### config.mk
export PLATFORM = sky130hd
export DESIGN_NAME = dir_edge_counter
export DESIGN_NICKNAME = d
export VERILOG_FILES = /design/src/rtl/dec_pkg.sv /design/src/rtl/dec_in_cond.sv /design/src/rtl/dec_ctrl.sv /design/src/rtl/dec_datapath.sv /design/src/rtl/dir_edge_counter.sv
export SDC_FILE = /design/constraint.sdc
export NUM_CORES = 1
export LEC_CHECK = 0
export ABC_AREA = 1
export BUFFER_PORTS_ARGS = -buffer_cell sky130_fd_sc_hd__clkbuf_2
export CORE_UTILIZATION = 58
export CTS_BUF_LIST = sky130_fd_sc_hd__clkbuf_8 sky130_fd_sc_hd__clkbuf_16
export CTS_CLUSTER_SIZE = 16
export DETAILED_ROUTE_END_ITERATION = 7
export PLACE_DENSITY_LB_ADDON = 0.3
export SLEW_MARGIN = 20
export SYNTH_ARGS = -nofsm -noshare
export SYNTH_HDL_FRONTEND = slang
export SYNTH_SLANG_ARGS = --single-unit
### constraint.sdc
create_clock -name clk -period 3.6 [get_ports clk]
set_clock_uncertainty 0.1 [all_clocks]
set_input_delay 0.72 -clock clk [delete_from_list [all_inputs] [get_ports clk]]
set_output_delay 0.72 -clock clk [all_outputs]
set_load 0.05 [all_outputs]
### src/rtl/dec_pkg.sv
package dec_pkg;

  // Strobes the control half issues to the datapath each cycle.
  typedef struct packed {
    logic load;   // preset the count from loadVal
    logic inc;    // count event, upward
    logic dec;    // count event, downward
  } cntStb_t;

endpackage

### src/rtl/dec_in_cond.sv
// Input conditioner: multi-stage synchronizer followed by a stability filter.
// The filtered level is seeded straight from the synchronizer after reset,
// and 'settled' rises one cycle after that seed so downstream history is valid.
module dec_in_cond #(
  parameter int SYNC_STAGES = 2,
  parameter int FLT_W       = 4
) (
  input  logic             clk,
  input  logic             rst_n,
  input  logic             rawIn,
  input  logic [FLT_W-1:0] fltLen,
  output logic             fltOut,
  output logic             settled
);

  localparam int SETTLE_CYC = SYNC_STAGES + 2;
  localparam int SETTLE_W   = $clog2(SETTLE_CYC + 1);

  logic             syncLast;
  logic [FLT_W-1:0] stableCnt;
  logic [FLT_W-1:0] nextCnt;
  logic [FLT_W-1:0] effLen;
  logic [SETTLE_W-1:0] settleCnt;

  // Synchronizer chain; the depth parameter picks the structure.
  generate
    if (SYNC_STAGES == 1) begin : g_sync1
      logic syncQ;
      always_ff @(posedge clk or negedge rst_n) begin
        if (!rst_n) syncQ <= 1'b0;
        else        syncQ <= rawIn;
      end
      assign syncLast = syncQ;
    end else begin : g_syncN
      logic [SYNC_STAGES-1:0] syncQ;
      always_ff @(posedge clk or negedge rst_n) begin
        if (!rst_n) syncQ <= '0;
        else        syncQ <= {syncQ[SYNC_STAGES-2:0], rawIn};
      end
      assign syncLast = syncQ[SYNC_STAGES-1];
    end
  endgenerate

  // Settle counter after reset.
  always_ff @(posedge clk or negedge rst_n) begin
    if (!rst_n)
      settleCnt <= '0;
    else if (settleCnt != SETTLE_W'(SETTLE_CYC))
      settleCnt <= settleCnt + 1'b1;
  end

  assign settled = (settleCnt == SETTLE_W'(SETTLE_CYC));

  // A length of zero is treated as one clock.
  assign effLen  = (fltLen == '0) ? FLT_W'(1) : fltLen;
  assign nextCnt = stableCnt + 1'b1;

  // Stability filter.
  always_ff @(posedge clk or negedge rst_n) begin
    if (!rst_n) begin
      fltOut    <= 1'b0;
      stableCnt <= '0;
    end else if (!settled) begin
      fltOut    <= syncLast;
      stableCnt <= '0;
    end else if (syncLast == fltOut) begin
      stableCnt <= '0;
    end else if (nextCnt >= effLen) begin
      fltOut    <= syncLast;
      stableCnt <= '0;
    end else begin
      stableCnt <= nextCnt;
    end
  end

  // Once settled, a change of the filtered level must carry the synchronized level.
  AST_FLT_FOLLOWS: assert property (@(posedge clk) disable iff (!rst_n)
    (settled && $past(settled) && !$stable(fltOut)) |-> (fltOut == $past(syncLast)))
    else $error("filter output changed to a value the synchronizer did not hold");

endmodule

### src/rtl/dec_ctrl.sv
// Control half: edge detection on the filtered pulse level, direction sampling,
// enable gating and load arbitration into a strobe struct.
module dec_ctrl
  import dec_pkg::*;
(
  input  logic    clk,
  input  logic    rst_n,
  input  logic    fltPulse,
  input  logic    fltDir,
  input  logic    ready,
  input  logic    enable,
  input  logic    edgeSel,
  input  logic    bothEdges,
  input  logic    loadStb,
  output cntStb_t stb
);

  logic prevPulse;
  logic riseEdge;
  logic fallEdge;
  logic edgeHit;
  logic countEvt;

  // The history follows the filtered level every cycle, whether or not counting
  // is enabled, so turning on the counter never sees a stale level.
  always_ff @(posedge clk or negedge rst_n) begin
    if (!rst_n) prevPulse <= 1'b0;
    else        prevPulse <= fltPulse;
  end

  assign riseEdge = fltPulse & ~prevPulse;
  assign fallEdge = ~fltPulse & prevPulse;

  always_comb begin
    if (bothEdges)    edgeHit = riseEdge | fallEdge;
    else if (edgeSel) edgeHit = fallEdge;
    else              edgeHit = riseEdge;
  end

  assign countEvt = edgeHit & enable & ready;

  always_comb begin
    stb      = '0;
    stb.load = loadStb;
    stb.inc  = countEvt & fltDir;
    stb.dec  = countEvt & ~fltDir;
  end

  // A count strobe implies that the filtered level just moved away from history.
  AST_EVT_NEEDS_EDGE: assert property (@(posedge clk) disable iff (!rst_n)
    (stb.inc || stb.dec) |-> (fltPulse != prevPulse))
    else $error("count strobe without a filtered transition");

  AST_NO_EVT_UNSETTLED: assert property (@(posedge clk) disable iff (!rst_n)
    !ready |-> !(stb.inc || stb.dec))
    else $error("count strobe before inputs settled");

endmodule

### src/rtl/dec_datapath.sv
// Datapath half: the count register with wrap flags.
module dec_datapath
  import dec_pkg::*;
#(
  parameter int CNT_W = 16
) (
  input  logic             clk,
  input  logic             rst_n,
  input  cntStb_t          stb,
  input  logic [CNT_W-1:0] loadVal,
  output logic [CNT_W-1:0] count,
  output logic             ovfPulse,
  output logic             unfPulse
);

  localparam logic [CNT_W-1:0] CNT_MAX = {CNT_W{1'b1}};

  always_ff @(posedge clk or negedge rst_n) begin
    if (!rst_n) begin
      count    <= '0;
      ovfPulse <= 1'b0;
      unfPulse <= 1'b0;
    end else begin
      ovfPulse <= 1'b0;
      unfPulse <= 1'b0;
      if (stb.load) begin
        count <= loadVal;
      end else if (stb.inc) begin
        count    <= count + 1'b1;
        ovfPulse <= (count == CNT_MAX);
      end else if (stb.dec) begin
        count    <= count - 1'b1;
        unfPulse <= (count == '0);
      end
    end
  end

  AST_LOAD_WINS: assert property (@(posedge clk) disable iff (!rst_n)
    stb.load |=> (count == $past(loadVal) && !ovfPulse && !unfPulse))
    else $error("load did not take priority");

  AST_HOLD_IDLE: assert property (@(posedge clk) disable iff (!rst_n)
    !(stb.load || stb.inc || stb.dec) |=> $stable(count))
    else $error("count moved without a strobe");

  AST_OVF_WRAP: assert property (@(posedge clk) disable iff (!rst_n)
    ovfPulse |-> (count == '0 && $past(count) == CNT_MAX))
    else $error("overflow flag without max-to-zero wrap");

  AST_UNF_WRAP: assert property (@(posedge clk) disable iff (!rst_n)
    unfPulse |-> (count == CNT_MAX && $past(count) == '0))
    else $error("underflow flag without zero-to-max wrap");

  AST_STEP_ONE: assert property (@(posedge clk) disable iff (!rst_n)
    (stb.inc && !stb.load) |=> (count == $past(count) + 1'b1))
    else $error("upward event did not add one");

endmodule

### src/rtl/dir_edge_counter.sv
// Thin top: two input conditioners, the control half and the datapath.
module dir_edge_counter
  import dec_pkg::*;
#(
  parameter int CNT_W       = 16,
  parameter int FLT_W       = 4,
  parameter int SYNC_STAGES = 2
) (
  input  logic             clk,
  input  logic             rst_n,
  input  logic             pulseIn,
  input  logic             dirIn,
  input  logic             enable,
  input  logic             edgeSel,
  input  logic             bothEdges,
  input  logic [FLT_W-1:0] fltLen,
  input  logic             loadStb,
  input  logic [CNT_W-1:0] loadVal,
  output logic [CNT_W-1:0] count,
  output logic             ovfPulse,
  output logic             unfPulse
);

  logic    fltPulse;
  logic    fltDir;
  logic    pulseSettled;
  logic    dirSettled;
  cntStb_t stb;

  dec_in_cond #(.SYNC_STAGES(SYNC_STAGES), .FLT_W(FLT_W)) pulseCond_i (
    .clk(clk), .rst_n(rst_n), .rawIn(pulseIn), .fltLen(fltLen),
    .fltOut(fltPulse), .settled(pulseSettled)
  );

  dec_in_cond #(.SYNC_STAGES(SYNC_STAGES), .FLT_W(FLT_W)) dirCond_i (
    .clk(clk), .rst_n(rst_n), .rawIn(dirIn), .fltLen(fltLen),
    .fltOut(fltDir), .settled(dirSettled)
  );

  dec_ctrl ctrl_i (
    .clk(clk), .rst_n(rst_n), .fltPulse(fltPulse), .fltDir(fltDir),
    .ready(pulseSettled & dirSettled), .enable(enable), .edgeSel(edgeSel),
    .bothEdges(bothEdges), .loadStb(loadStb), .stb(stb)
  );

  dec_datapath #(.CNT_W(CNT_W)) dp_i (
    .clk(clk), .rst_n(rst_n), .stb(stb), .loadVal(loadVal),
    .count(count), .ovfPulse(ovfPulse), .unfPulse(unfPulse)
  );

endmodule

; ---- Word level (Yosys, flattened, before mapping)
; Cells that the tools add are included.
[classes]
n_addsub = 6
mul = 0
div_mod_pow = 0
magnitude_cmp = 2
n_eq_ne = 11
shifts = 0
mux = 23
bitwise_logic = 11
reduce_logical = 5
[ops]
columns = op, n
row1 = $mux 16, 3
row2 = $mux 4, 7
row3 = $add 16x1->16 const B, 1
row4 = $eq 16x16->1 const B, 1
row5 = $logic_not 16->1, 1
row6 = $sub 16x1->16 const B, 1
row7 = $mux 1, 13
row8 = $add 4x1->4 const B, 2
row9 = $ge 4x4->1, 2
row10 = $and 1x1->1, 7
row11 = $add 3x1->3 const B, 2
row12 = $eq 3x3->1 const B, 2
row13 = $ne 3x3->1 const B, 2
row14 = $logic_not 4->1, 1
row15 = $ne 2x1->1 const B, 2
row16 = $ne 2x2->1 const B, 2
row17 = $reduce_and 2->1, 2
row18 = $not 1->1, 3
row19 = $reduce_bool 3->1, 1
row20 = $eq 1x1->1, 2
row21 = $or 1x1->1, 1
[totals]
regBits = 39
latchBits = 0
ramBits = 0
rom_bits = 0
input_bits = 28
output_inout_bits = 18
wordCells = 70
mem_count = 0

; ---- Longest topological paths before layout
; Gate-level depths: netlist (run 1).
[logic_depth]
ltp_word = 10
ltp_mapped = 19
ltp_nobuf = 19

; ---- Hierarchy
; Synthesis (run 1) repeated with hierarchy kept, for this count alone.
[unflattened]
cells_unflattened = 410
hier_area_um2 = 2980.4
[by_module_without_submodules]
columns = mod, n_inst, cells_per_inst, area_per_inst_um2, seq_area_each_um2
row1 = dec_datapath, 1, 275, 1766.7, 450.4
row2 = dec_in_cond, 2, 57, 544.3, 250.2
row3 = dec_ctrl, 1, 19, 117.6, 25.0
row4 = dir_edge_counter, 1, 2, 7.5, 0.0

; ---- Least setup slack after synthesis (run 1)
; OpenSTA, ideal clock, no wires.
[synth_timing]
path_kind = input-to-reg
start = in bothEdges
end = reg dp_i.count[6]
setup_time_ps = 126
arrival_ps = 2498
required_time_ps = 3374
slack_ps = 876
stages = 12
path_buffers = 0
path_cell_list = nand2_1 -> nand2_1 -> nor2_8 -> nand3_2 -> ha_1 -> nand3_1 -> nand3_1 -> nand2_1 -> nand2_1 -> or2_2 -> nand3_1 -> nand3_1
[synth_between]
elab_chain_cells = 6
elab_cells_between_ends = 8
classes_between = 3 x mux / 4 x bitwise / 1 x reduce/logical
[synth_lines]
columns = element, line_no
row1 = "start, declared", dir_edge_counter.sv:15  ; input logic bothEdges,
row2 = $mux 1 (*), dec_ctrl.sv:35  ; if (bothEdges) edgeHit = riseEdge | fallEdge;
row3 = $and 1x1->1 (*) (2 in series), dec_ctrl.sv:40  ; assign countEvt = edgeHit & enable & ready;
row4 = $and 1x1->1, dec_ctrl.sv:45  ; stb.inc = countEvt & fltDir;
row5 = $mux 16, dec_datapath.sv:28  ; end else if (stb.inc) begin
row6 = $mux 16, dec_datapath.sv:26  ; if (stb.load) begin
row7 = "end signal, assigned", dec_datapath.sv:27  ; count <= loadVal;
row8 = "end signal, assigned", dec_datapath.sv:29  ; count <= count + 1'b1;
row9 = "end signal, assigned", dec_datapath.sv:32  ; count <= count - 1'b1;
row10 = "end, declared", dec_datapath.sv:11  ; output logic [CNT_W-1:0] count,
; Mark *: on every way between the ends. The rest lies on a longest branch, timed or not.
; A chain may end at the register's enable or synchronous reset.

; ---- Worst setup path after layout (run 1)
[layout_timing]
start = reg pulseCond_i.fltOut
end = reg dp_i.count[13]
[layout_between]
elab_chain_cells = 9
elab_cells_between_ends = 13
classes_between = 4 x mux / 8 x bitwise / 1 x reduce/logical
[layout_lines]
columns = element, line_no
row1 = "start, declared", dec_in_cond.sv:12  ; output logic fltOut,
row2 = "start signal, assigned", dec_in_cond.sv:64  ; fltOut <= syncLast;
row3 = "start signal, assigned", dec_in_cond.sv:69  ; fltOut <= syncLast;
row4 = $not 1->1, dec_ctrl.sv:32  ; assign fallEdge = ~fltPulse & prevPulse;
row5 = $and 1x1->1, dec_ctrl.sv:32
row6 = $mux 1 / $or 1x1->1 (equally long branches), "dec_ctrl.sv:36, dec_ctrl.sv:35"
row7 = $mux 1 (*), dec_ctrl.sv:35
row8 = $and 1x1->1 (*) (2 in series), dec_ctrl.sv:40
row9 = $and 1x1->1, dec_ctrl.sv:45
row10 = $mux 16, dec_datapath.sv:28
row11 = $mux 16, dec_datapath.sv:26
; Marked as above.

==> report_table.html, run 1 <==
<table>
<tr><th>Metric</th><th>Value</th></tr>
<tr><th colspan="2">Run status</th></tr>
<tr><td>Run status</td><td>complete, no violations</td></tr>
<tr><th colspan="2">Synth</th></tr>
<tr><td>Proportion of netlist area held by the largest area contributor</td><td>0.327</td></tr>
<tr><td>Post-synthesis share of cell area spent on xor and xnor gates</td><td>0.0381</td></tr>
<tr><td>Proportion of synthesized chip area in sequential cells</td><td>0.327</td></tr>
<tr><td>Nets in the synthesized netlist</td><td>between 400 and 500</td></tr>
<tr><td>Post-synthesis compound-gate area fraction</td><td>0.0733</td></tr>
<tr><td>Number of warning messages in the yosys log</td><td>0</td></tr>
<tr><td>Mux cell area share after synthesis</td><td>0</td></tr>
<tr><td>Synth Register Bits</td><td>39</td></tr>
<tr><td>Post-synthesis async set-or-reset flop share</td><td>1.00</td></tr>
<tr><td>Gate Count Post-Synth</td><td>roughly 400</td></tr>
<tr><td>Mapped Avg Cell Area</td><td>7.34 sq um</td></tr>
<tr><td>Number of enable-type register cells in the synthesized netlist</td><td>0</td></tr>
<tr><td>Cells taking the most area after synthesis</td><td>sky130_fd_sc_hd__dfrtp_1 (33%), sky130_fd_sc_hd__nand2_1 (16%), sky130_fd_sc_hd__ha_1 (13%)</td></tr>
<tr><td>Count of cell types in the netlist</td><td>33</td></tr>
<tr><td>Main combinational cell family by area after synthesis</td><td>simple AND/OR/NAND/NOR gates</td></tr>
<tr><td>Most instantiated cells after synthesis</td><td>sky130_fd_sc_hd__nand2_1 (131), sky130_fd_sc_hd__inv_1 (67), sky130_fd_sc_hd__dfrtp_1 (39)</td></tr>
<tr><td>Basic-gate share of the synthesized area counting and, or, nand and nor cells</td><td>0.320</td></tr>
<tr><td>Post-synth top flop</td><td>sky130_fd_sc_hd__dfrtp_1</td></tr>
<tr><td>Most numerous cell in the Yosys netlist</td><td>sky130_fd_sc_hd__nand2_1</td></tr>
<tr><td>Post-Syn Area</td><td>0.00299 sq mm</td></tr>
<tr><td>Adder-cell share of the synthesized area</td><td>0.141</td></tr>
<tr><td>Dominant cell type by area after synthesis</td><td>sky130_fd_sc_hd__dfrtp_1</td></tr>
<tr><th colspan="2">Global route</th></tr>
<tr><td>Met1 Usage GRT</td><td>0.399</td></tr>
<tr><td>Total global routing track utilization</td><td>0.279</td></tr>
<tr><td>First-pass GRT wire length</td><td>between 10,000 and 15,000 microns</td></tr>
<tr><td>GRT Max-Usage Layer</td><td>met2</td></tr>
<tr><td>Via count of the first global-routing pass</td><td>~2,600</td></tr>
<tr><td>Met3 track demand over resource</td><td>0.0494</td></tr>
<tr><td>Number of antenna violations at the first check in global routing</td><td>0</td></tr>
<tr><td>Met2 routing resource usage after global routing</td><td>0.441</td></tr>
<tr><td>Maximum number of pins on one net before global-route repair</td><td>40</td></tr>
<tr><td>Gr ovfl total</td><td>0</td></tr>
<tr><th colspan="2">Power and ir drop</th></tr>
<tr><td>Worst vdd ir</td><td>approximately 0.37 mV</td></tr>
<tr><td>Power per Cell Area</td><td>~740 mW/mm^2</td></tr>
<tr><td>Leakage power summed over all cells</td><td>roughly 1.9 nW</td></tr>
<tr><td>Fraction of power consumed by sequential logic</td><td>0.260</td></tr>
<tr><td>Power spent charging and discharging nets</td><td>between 1 and 1.5 mW</td></tr>
<tr><td>Power share of the combinational group</td><td>0.582</td></tr>
<tr><td>Cell internal pwr</td><td>1.24 mW</td></tr>
<tr><td>Clock share of power</td><td>0.158</td></tr>
<tr><td>Switching share of power</td><td>0.502</td></tr>
<tr><th colspan="2">Die</th></tr>
<tr><td>Top-level port count</td><td>46</td></tr>
<tr><td>Floorplan Core Area</td><td>~0.0048 sq mm</td></tr>
<tr><td>Total Die Area</td><td>around 0.0054 sq mm</td></tr>
<tr><td>Die outline height</td><td>73.8 microns</td></tr>
<tr><td>Starting density of the core</td><td>0.616</td></tr>
<tr><td>Die width</td><td>approximately 74 microns</td></tr>
<tr><td>Site Rows</td><td>25</td></tr>
<tr><th colspan="2">Cells and area</th></tr>
<tr><td>Final #Nets</td><td>516</td></tr>
<tr><td>Layout Area Growth over Synthesis</td><td>13.2%</td></tr>
<tr><td>Proportion of layout cells with a drive suffix above 1</td><td>0.154</td></tr>
<tr><td>Final Instance Count excl. Fillers</td><td>between 500 and 600</td></tr>
<tr><td>Count of inserted antenna diode cells</td><td>0</td></tr>
<tr><td>FF+latch area</td><td>around 980 sq um</td></tr>
<tr><td>Fill cells</td><td>403</td></tr>
<tr><td>Footprint of the multi-input gates</td><td>between 0.0015 and 0.002 sq mm</td></tr>
<tr><th colspan="2">STA</th></tr>
<tr><td>Slew @ Worst Pin</td><td>0.870 ns</td></tr>
<tr><td>Max_slew headroom</td><td>0.420</td></tr>
<tr><td>Final sum of negative setup slack</td><td>0 ns</td></tr>
<tr><td>Final Cycle Share</td><td>0.876</td></tr>
<tr><td>Fmax</td><td>between 300 and 400 MHz</td></tr>
<tr><td>Hold Violations, Final</td><td>0</td></tr>
<tr><td>Final-report max-slew violation count</td><td>0</td></tr>
<tr><td>RSZ-0062 raised after global routing</td><td>no</td></tr>
<tr><td>Count of endpoints failing setup in the final report</td><td>0</td></tr>
<tr><td>Min cycle time layout</td><td>between 3 and 4 ns</td></tr>
<tr><th colspan="2">Worst setup path</th></tr>
<tr><td>Worst path arrival time</td><td>roughly 3.2 ns</td></tr>
<tr><td>Launch point of the worst reg-to-reg path</td><td>pulseCond_i.fltOut</td></tr>
<tr><td>Largest stage delay on the critical path</td><td>roughly 0.52 ns</td></tr>
<tr><td>Slowest cell on the critical path</td><td>sky130_fd_sc_hd__ha_1</td></tr>
<tr><td>Capture instance of the worst register-to-register path</td><td>dp_i.count[13]</td></tr>
<tr><td>Worst r2r path cells</td><td>13</td></tr>
<tr><td>Critical path launch point type</td><td>flop</td></tr>
<tr><td>Type of the worst setup path</td><td>reg2reg</td></tr>
<tr><td>Worst path top cell family by delay</td><td>simple AND/OR/NAND/NOR gates</td></tr>
<tr><td>Crit-path max FO</td><td>20</td></tr>
<tr><td>Crit end category</td><td>flop</td></tr>
<tr><td>Req. time, crit path</td><td>3.69 ns</td></tr>
<tr><td>Worst-case register-to-register setup slack</td><td>about 0.45 ns</td></tr>
<tr><td>Sum of buffers and inverters on the critical path</td><td>0</td></tr>
<tr><td>Instance count on the critical path</td><td>13</td></tr>
<tr><td>Chain of cells forming the critical path</td><td>ha_1 -&gt; nand2_1 -&gt; nand2_1 -&gt; nor2_8 -&gt; nand3_2 -&gt; ha_1 -&gt; or2_2 -&gt; nand3b_1 -&gt; nand2_1 -&gt; nand3_1 -&gt; nand3_1 -&gt; nand3_1 -&gt; nand2_1</td></tr>
<tr><td>Library cell appearing most often on the critical path</td><td>sky130_fd_sc_hd__nand2_1</td></tr>
<tr><th colspan="2">CTS</th></tr>
<tr><td>Maximum clock path buffer count</td><td>2</td></tr>
<tr><td>CTS HTree Levels</td><td>2</td></tr>
<tr><td>Root Buffer</td><td>sky130_fd_sc_hd__clkbuf_8</td></tr>
<tr><td>Clock tree from TritonCTS</td><td>done</td></tr>
<tr><td>Clock latency of the later-clocked register in the worst-skew pair</td><td>0.30 ns</td></tr>
<tr><td>Hold-fix buffers at CTS</td><td>0</td></tr>
<tr><td>Post-CTS setup-driven buffer insertion count</td><td>0</td></tr>
<tr><td>Number of buffers created by CTS</td><td>5</td></tr>
<tr><td>Resize count post-CTS</td><td>0</td></tr>
<tr><td>Number of sinks driven by the clock tree</td><td>39</td></tr>
<tr><td>Clock-pin slew reported for the worst setup and hold paths after clock tree synthesis</td><td>0.08 ns</td></tr>
<tr><th colspan="2">Job</th></tr>
<tr><td>Number of max-capacitance violations reported</td><td>0</td></tr>
<tr><th colspan="2">Place</th></tr>
<tr><td>DP Cell Count</td><td>around 520</td></tr>
<tr><td>Global placer's final weighted congestion</td><td>~0.9</td></tr>
<tr><td>Number of port buffers</td><td>45</td></tr>
<tr><td>Detailed placer's ending HPWL</td><td>5030 microns</td></tr>
<tr><th colspan="2">Route</th></tr>
<tr><td>DRC violations left</td><td>0</td></tr>
<tr><td>Detailed-routing iteration count for the pre-antenna-repair pass</td><td>6</td></tr>
<tr><td>Vias after detailed routing</td><td>roughly 2,800</td></tr>
<tr><td>Remaining antenna violation count</td><td>0</td></tr>
<tr><td>Wire per inst</td><td>~13 microns</td></tr>
<tr><td>Via density</td><td>roughly 5.3</td></tr>
<tr><td>Aggregate routed wire length</td><td>just under 7000 microns</td></tr>
<tr><td>Number of design-rule violations left by the first detailed-router iteration</td><td>between 200 and 250</td></tr>
<tr><th colspan="2">Worst hold path</th></tr>
<tr><td>Hold path depth</td><td>0</td></tr>
<tr><td>Hold endpoint</td><td>dirCond_i.g_syncN.syncQ[1]</td></tr>
<tr><td>HP Start</td><td>dirCond_i.g_syncN.syncQ[0]</td></tr>
<tr><td>Path type of the worst min-delay path</td><td>reg2reg</td></tr>
</table>
[area by class of cell]
class	count	share of cell area
clock inverter	2	0.0115
clock buffer	6	0.0244
inverter	70	0.0777
sequential	39	0.289
timing repair buffer	45	0.0666
multi-input combinational	294	0.506
tap	67	0.0248
[through the flow]
step	utilization	power (mW)	setup WS (ns)	hold slack (ns)	cell area (sq um)
6_report	0.697	2.49	0.448	0.259	3380
4_1_cts	0.697	2.48	0.469	0.261	3380
3_3_place_gp	0.672	2.03	0.471	0.234	3260
3_5_place_dp	0.672	2.07	0.421	0.243	3260
5_1_grt	0.697	2.72	0.236	0.272	3380
2_1_floorplan	-	1.76	0.876	0.231	2990
[placed cells by master (no fill, tap or decap)]
cell                          n
sky130_fd_sc_hd__xor2_1       8
sky130_fd_sc_hd__nor2_4       1
sky130_fd_sc_hd__nand3_1     23
sky130_fd_sc_hd__o21ai_1      2
sky130_fd_sc_hd__o211ai_1     8
sky130_fd_sc_hd__inv_1       67
sky130_fd_sc_hd__nand4_1      9
sky130_fd_sc_hd__nor2_8       1
sky130_fd_sc_hd__xnor2_1      5
sky130_fd_sc_hd__and3b_1      2
sky130_fd_sc_hd__a31o_2       1
sky130_fd_sc_hd__nand3b_1     3
sky130_fd_sc_hd__nand2_1    131
sky130_fd_sc_hd__nand2_2      4
sky130_fd_sc_hd__fa_1         1
sky130_fd_sc_hd__nand3b_2     1
sky130_fd_sc_hd__and2_1       1
sky130_fd_sc_hd__or2_2        2
sky130_fd_sc_hd__o21ai_0      9
sky130_fd_sc_hd__inv_2        3
sky130_fd_sc_hd__nor3_1       6
sky130_fd_sc_hd__clkbuf_8     6
sky130_fd_sc_hd__nand3_2      1
sky130_fd_sc_hd__nand2_4      2
sky130_fd_sc_hd__nor2_1      23
sky130_fd_sc_hd__o221ai_1     1
sky130_fd_sc_hd__o21bai_4     1
sky130_fd_sc_hd__a21oi_1     12
sky130_fd_sc_hd__o21bai_1     1
sky130_fd_sc_hd__dfrtp_1     39
sky130_fd_sc_hd__nor4_1       3
sky130_fd_sc_hd__clkbuf_2    44
sky130_fd_sc_hd__ha_1        32
sky130_fd_sc_hd__buf_2        1
sky130_fd_sc_hd__inv_6        1
sky130_fd_sc_hd__bufinv_16    1
[cells by family after synthesis]
family | Yosys count
and+or+nand+nor | 213
buffers and inverters | 74
DFF | 39
AOI/OAI and AO/OA | 35
adders and majority gates | 33
xor gates and xnor gates | 13
[worst max path at each step]
stage	from	endpoint	slack, ns
floorplan	bothEdges	dp_i.count[6]	0.88
global placement	bothEdges	dp_i.count[6]	0.47
detailed placement	bothEdges	dp_i.count[6]	0.42
CTS	pulseCond_i.fltOut	dp_i.count[13]	0.47
global route	pulseCond_i.fltOut	dp_i.count[13]	0.24
finish	pulseCond_i.fltOut	dp_i.count[13]	0.45
[sequential cells by signal, indices dropped and copies added (netlist names)]
register / count
ctrl_i.prevPulse: 1
pulseCond_i.stableCnt: 4
dirCond_i.stableCnt: 4
pulseCond_i.settleCnt: 3
pulseCond_i.fltOut: 1
dp_i.unfPulse: 1
dirCond_i.g_syncN.syncQ: 2
dp_i.count: 16
dirCond_i.fltOut: 1
dp_i.ovfPulse: 1
pulseCond_i.g_syncN.syncQ: 2
dirCond_i.settleCnt: 3
[layer usage]
metal / share of wire / up-vias
met5: 0 / -
met4: 0.0092 / 0
met3: 0.063 / 8
met2: 0.45 / 89
met1: 0.48 / 1278
li1: - / 1388
[power by group through the flow]
stage	Clock (mW)	Sequential (mW)	Combinational [mW]
6_report	0.395	0.648	1.45
5_1_grt	0.422	0.663	1.63
4_1_cts	0.400	0.647	1.44
3_5_place_dp	0	0.654	1.42
3_3_place_gp	0	0.653	1.38
2_1_floorplan	0	0.807	0.958
No activity file was read; power rests on OpenSTA's default activity.
==> run 2, diff against run 1 <==
CORE_UTILIZATION = 39   (was 58)
==> run 2 against run 1 <==
Compared with the run above: fmax increased by 3.0%; routed wire length decreased by 3.0%; first-iteration DRC count decreased by 65%.
==> report_table.html, run 2 (same netlist as run 1, synthesis figures left out) <==
<table>
<tr><th>Metric</th><th>Value</th></tr>
<tr><th colspan="2">Cells and area</th></tr>
<tr><td>Largest register by flop count</td><td>dp_i.count</td></tr>
<tr><td>Core utilization of the finished layout</td><td>0.462 (-0.235)</td></tr>
<tr><td>Final #Nets</td><td>516 (unchanged)</td></tr>
<tr><td>Number of flip-flops under the largest register name</td><td>16 (unchanged)</td></tr>
<tr><td>Proportion of layout cells with a drive suffix above 1</td><td>0.152 (-0.00186)</td></tr>
<tr><td>Commonest non-fill, non-tap cells in the layout</td><td>sky130_fd_sc_hd__nand2_1 (131), sky130_fd_sc_hd__inv_1 (67), sky130_fd_sc_hd__clkbuf_2 (44)</td></tr>
<tr><td>Final Instance Count excl. Fillers</td><td>554 (+5.9%)</td></tr>
<tr><td>Most frequent standard cell in the layout excluding fill and tap cells</td><td>sky130_fd_sc_hd__nand2_1</td></tr>
<tr><td>Fill cells</td><td>740 (+84%)</td></tr>
<tr><td>Final cell area excluding filler cells</td><td>0.00339 sq mm (+0.19%)</td></tr>
<tr><td>Layout Area Growth over Synthesis</td><td>13.4%</td></tr>
<tr><td>Count of inserted antenna diode cells</td><td>0 (unchanged)</td></tr>
<tr><td>Registers with the most flip-flops</td><td>dp_i.count x16, dirCond_i.stableCnt x4, pulseCond_i.stableCnt x4</td></tr>
<tr><th colspan="2">Worst setup path</th></tr>
<tr><td>Req. time, crit path</td><td>3.67 ns (-0.02 ns)</td></tr>
<tr><td>Critical path origin</td><td>pulseCond_i.fltOut</td></tr>
<tr><td>Critical path launch point type</td><td>flop</td></tr>
<tr><td>Endpoint of the worst setup timing path</td><td>dp_i.count[6]</td></tr>
<tr><td>Worst-case register-to-register setup slack</td><td>0.54 ns (+0.09 ns)</td></tr>
<tr><td>Capture instance of the worst register-to-register path</td><td>dp_i.count[6]</td></tr>
<tr><td>Worst r2r path cells</td><td>13 (unchanged)</td></tr>
<tr><td>Type of the worst setup path</td><td>reg2reg</td></tr>
<tr><td>Crit-path max FO</td><td>20 (unchanged)</td></tr>
<tr><td>Launch point of the worst reg-to-reg path</td><td>pulseCond_i.fltOut</td></tr>
<tr><td>Crit end category</td><td>flop</td></tr>
<tr><td>Worst path arrival time</td><td>3.14 ns (-0.10 ns)</td></tr>
<tr><th colspan="2">CTS</th></tr>
<tr><td>Hold-fix buffers at CTS</td><td>0 (unchanged)</td></tr>
<tr><td>Post-CTS setup-driven buffer insertion count</td><td>0 (unchanged)</td></tr>
<tr><td>Root Buffer</td><td>sky130_fd_sc_hd__clkbuf_8</td></tr>
<tr><td>Clock-pin slew reported for the worst setup and hold paths after clock tree synthesis</td><td>0.08 ns (about the same)</td></tr>
<tr><td>Resize count post-CTS</td><td>0 (unchanged)</td></tr>
<tr><td>Number of buffers created by CTS</td><td>5 (unchanged)</td></tr>
<tr><td>CTS HTree Levels</td><td>2 (unchanged)</td></tr>
<tr><td>Clock latency of the later-clocked register in the worst-skew pair</td><td>0.29 ns (about the same)</td></tr>
<tr><td>Number of sinks driven by the clock tree</td><td>39 (unchanged)</td></tr>
<tr><td>Clock tree from TritonCTS</td><td>done</td></tr>
<tr><td>Maximum clock path buffer count</td><td>2 (unchanged)</td></tr>
<tr><th colspan="2">STA</th></tr>
<tr><td>Final Cycle Share</td><td>0.850 (-0.0253)</td></tr>
<tr><td>Count of endpoints failing setup in the final report</td><td>0 (unchanged)</td></tr>
<tr><td>Final-report max-slew violation count</td><td>0 (unchanged)</td></tr>
<tr><td>Slew @ Worst Pin</td><td>0.867 ns (-0.00296 ns)</td></tr>
<tr><td>Hold Violations, Final</td><td>0 (unchanged)</td></tr>
<tr><td>Final sum of negative setup slack</td><td>0 ns (unchanged)</td></tr>
<tr><td>Max_slew headroom</td><td>0.422 (+0.00197)</td></tr>
<tr><td>RSZ-0062 raised after global routing</td><td>no</td></tr>
<tr><td>Fmax</td><td>327 MHz (+3.0%)</td></tr>
<tr><td>Min cycle time layout</td><td>3.06 ns (-0.0912 ns)</td></tr>
<tr><th colspan="2">Global route</th></tr>
<tr><td>Gr ovfl total</td><td>0 (unchanged)</td></tr>
<tr><td>Via count of the first global-routing pass</td><td>2,581 (+1.2%)</td></tr>
<tr><td>Total global routing track utilization</td><td>0.178 (-0.101)</td></tr>
<tr><td>Number of antenna violations at the first check in global routing</td><td>0 (unchanged)</td></tr>
<tr><td>First-pass GRT wire length</td><td>11,000 microns (-4.4%)</td></tr>
<tr><td>Maximum number of pins on one net before global-route repair</td><td>40 (unchanged)</td></tr>
<tr><th colspan="2">Route</th></tr>
<tr><td>Remaining antenna violation count</td><td>0 (unchanged)</td></tr>
<tr><td>Detailed-routing iteration count for the pre-antenna-repair pass</td><td>4 (-2)</td></tr>
<tr><td>DRC violations left</td><td>0 (unchanged)</td></tr>
<tr><td>Vias after detailed routing</td><td>2,615 (-5.4%)</td></tr>
<tr><td>Number of design-rule violations left by the first detailed-router iteration</td><td>72 (-65%)</td></tr>
<tr><td>Aggregate routed wire length</td><td>6540 microns (-3.0%)</td></tr>
<tr><td>Via density</td><td>4.72 (-11%)</td></tr>
<tr><td>Wire per inst</td><td>11.8 microns (-8.4%)</td></tr>
<tr><th colspan="2">Power and ir drop</th></tr>
<tr><td>Leakage power summed over all cells</td><td>1.91 nW (-0.76%)</td></tr>
<tr><td>Power per Cell Area</td><td>699 mW/mm^2 (-5.3%)</td></tr>
<tr><td>Worst vdd ir</td><td>0.274 mV (-26%)</td></tr>
<tr><td>Total chip power</td><td>2.37 mW (-5.1%)</td></tr>
<tr><th colspan="2">Place</th></tr>
<tr><td>Number of port buffers</td><td>45 (unchanged)</td></tr>
<tr><td>DP Cell Count</td><td>547 (+6.2%)</td></tr>
<tr><td>Detailed placer's ending HPWL</td><td>5260 microns (+4.5%)</td></tr>
<tr><td>Placed cell area</td><td>0.00330 sq mm (+1.2%)</td></tr>
<tr><td>Global placer's final weighted congestion</td><td>0.872 (-2.6%)</td></tr>
<tr><th colspan="2">Run status</th></tr>
<tr><td>Run status</td><td>complete, no violations</td></tr>
<tr><th colspan="2">Die</th></tr>
<tr><td>Floorplan Core Area</td><td>0.00733 sq mm (+51%)</td></tr>
<tr><td>Total Die Area</td><td>0.00801 sq mm (+47%)</td></tr>
<tr><td>Die outline height</td><td>89.5 microns (+21%)</td></tr>
<tr><td>Site Rows</td><td>31 (+24%)</td></tr>
<tr><td>Top-level port count</td><td>46 (unchanged)</td></tr>
<tr><td>Die width</td><td>89.5 microns (+21%)</td></tr>
<tr><td>Starting density of the core</td><td>0.407 (-0.209)</td></tr>
<tr><th colspan="2">Job</th></tr>
<tr><td>Number of max-capacitance violations reported</td><td>0 (unchanged)</td></tr>
<tr><th colspan="2">Worst hold path</th></tr>
<tr><td>Path type of the worst min-delay path</td><td>reg2reg</td></tr>
</table>
==> run 2: cell types whose count changed in the layout (fill, tap and decap cells not counted), sizes merged <==
cell,delta
clkinv,+1
inv,-1
bufinv,-1
==> run 2: layout make-up <==
cell class,instances,area [sq um],area share
clock buffers,6,82.6,0.0244
clock inverters,1,5.00,0.00148
inverters,70,263,0.0776
multi-input cells,294,1710,0.505
flip-flops and latches,39,976,0.288
well taps,99,124,0.0366
repair buffers,45,225,0.0665
==> run 2: worst min-delay path by stage <==
stage,from,to,slack (ns),cells after the start
detailed placement,pulseCond_i.g_syncN.syncQ[0],pulseCond_i.g_syncN.syncQ[1],0.23,0
CTS,pulseCond_i.g_syncN.syncQ[0],pulseCond_i.g_syncN.syncQ[1],0.25,0
finish,pulseCond_i.g_syncN.syncQ[0],pulseCond_i.g_syncN.syncQ[1],0.25,0
global placement,pulseCond_i.g_syncN.syncQ[0],pulseCond_i.g_syncN.syncQ[1],0.24,0
floorplan,dirCond_i.g_syncN.syncQ[0],dirCond_i.g_syncN.syncQ[1],0.23,0
global route,pulseCond_i.g_syncN.syncQ[0],pulseCond_i.g_syncN.syncQ[1],0.27,0
==> run 2: where the power goes <==
group	total [mW]	internal (mW)	switching [mW]
clock network	0.301	0.151	0.151
logic	1.42	0.480	0.937
registers	0.648	0.530	0.118
total	2.37	1.16	1.21
==> run 2: through the flow <==
step / setup slack (ns) / hold WS (ns)
detailed placement: 0.422 / 0.235
CTS: 0.519 / 0.252
floorplan: 0.876 / 0.231
finish: 0.539 / 0.250
global route: 0.293 / 0.273
global placement: 0.436 / 0.236
==> run 2: per-layer routing <==
metal  track usage  up-vias  wire length (microns)
li1              -     1389                      -
met1         0.208     1180                   2970
met2         0.337       40                   3330
met3        0.0259        6                    164
met4        0.0519        0                     72
met5             0        -                      0
==> run 2: critical path, stage by stage, from the launching register on <==
cell	delay, ns
sky130_fd_sc_hd__dfrtp_1	0.42
sky130_fd_sc_hd__ha_1	0.29
sky130_fd_sc_hd__nand2_1	0.06
sky130_fd_sc_hd__nand2_1	0.12
sky130_fd_sc_hd__nor2_8	0.17
sky130_fd_sc_hd__nand3_2	0.38
sky130_fd_sc_hd__ha_1	0.51
sky130_fd_sc_hd__nand3_1	0.10
sky130_fd_sc_hd__nand3_1	0.16
sky130_fd_sc_hd__nand2_1	0.10
sky130_fd_sc_hd__nand2_1	0.11
sky130_fd_sc_hd__or2_2	0.29
sky130_fd_sc_hd__nand3_1	0.07
sky130_fd_sc_hd__nand3_1	0.07
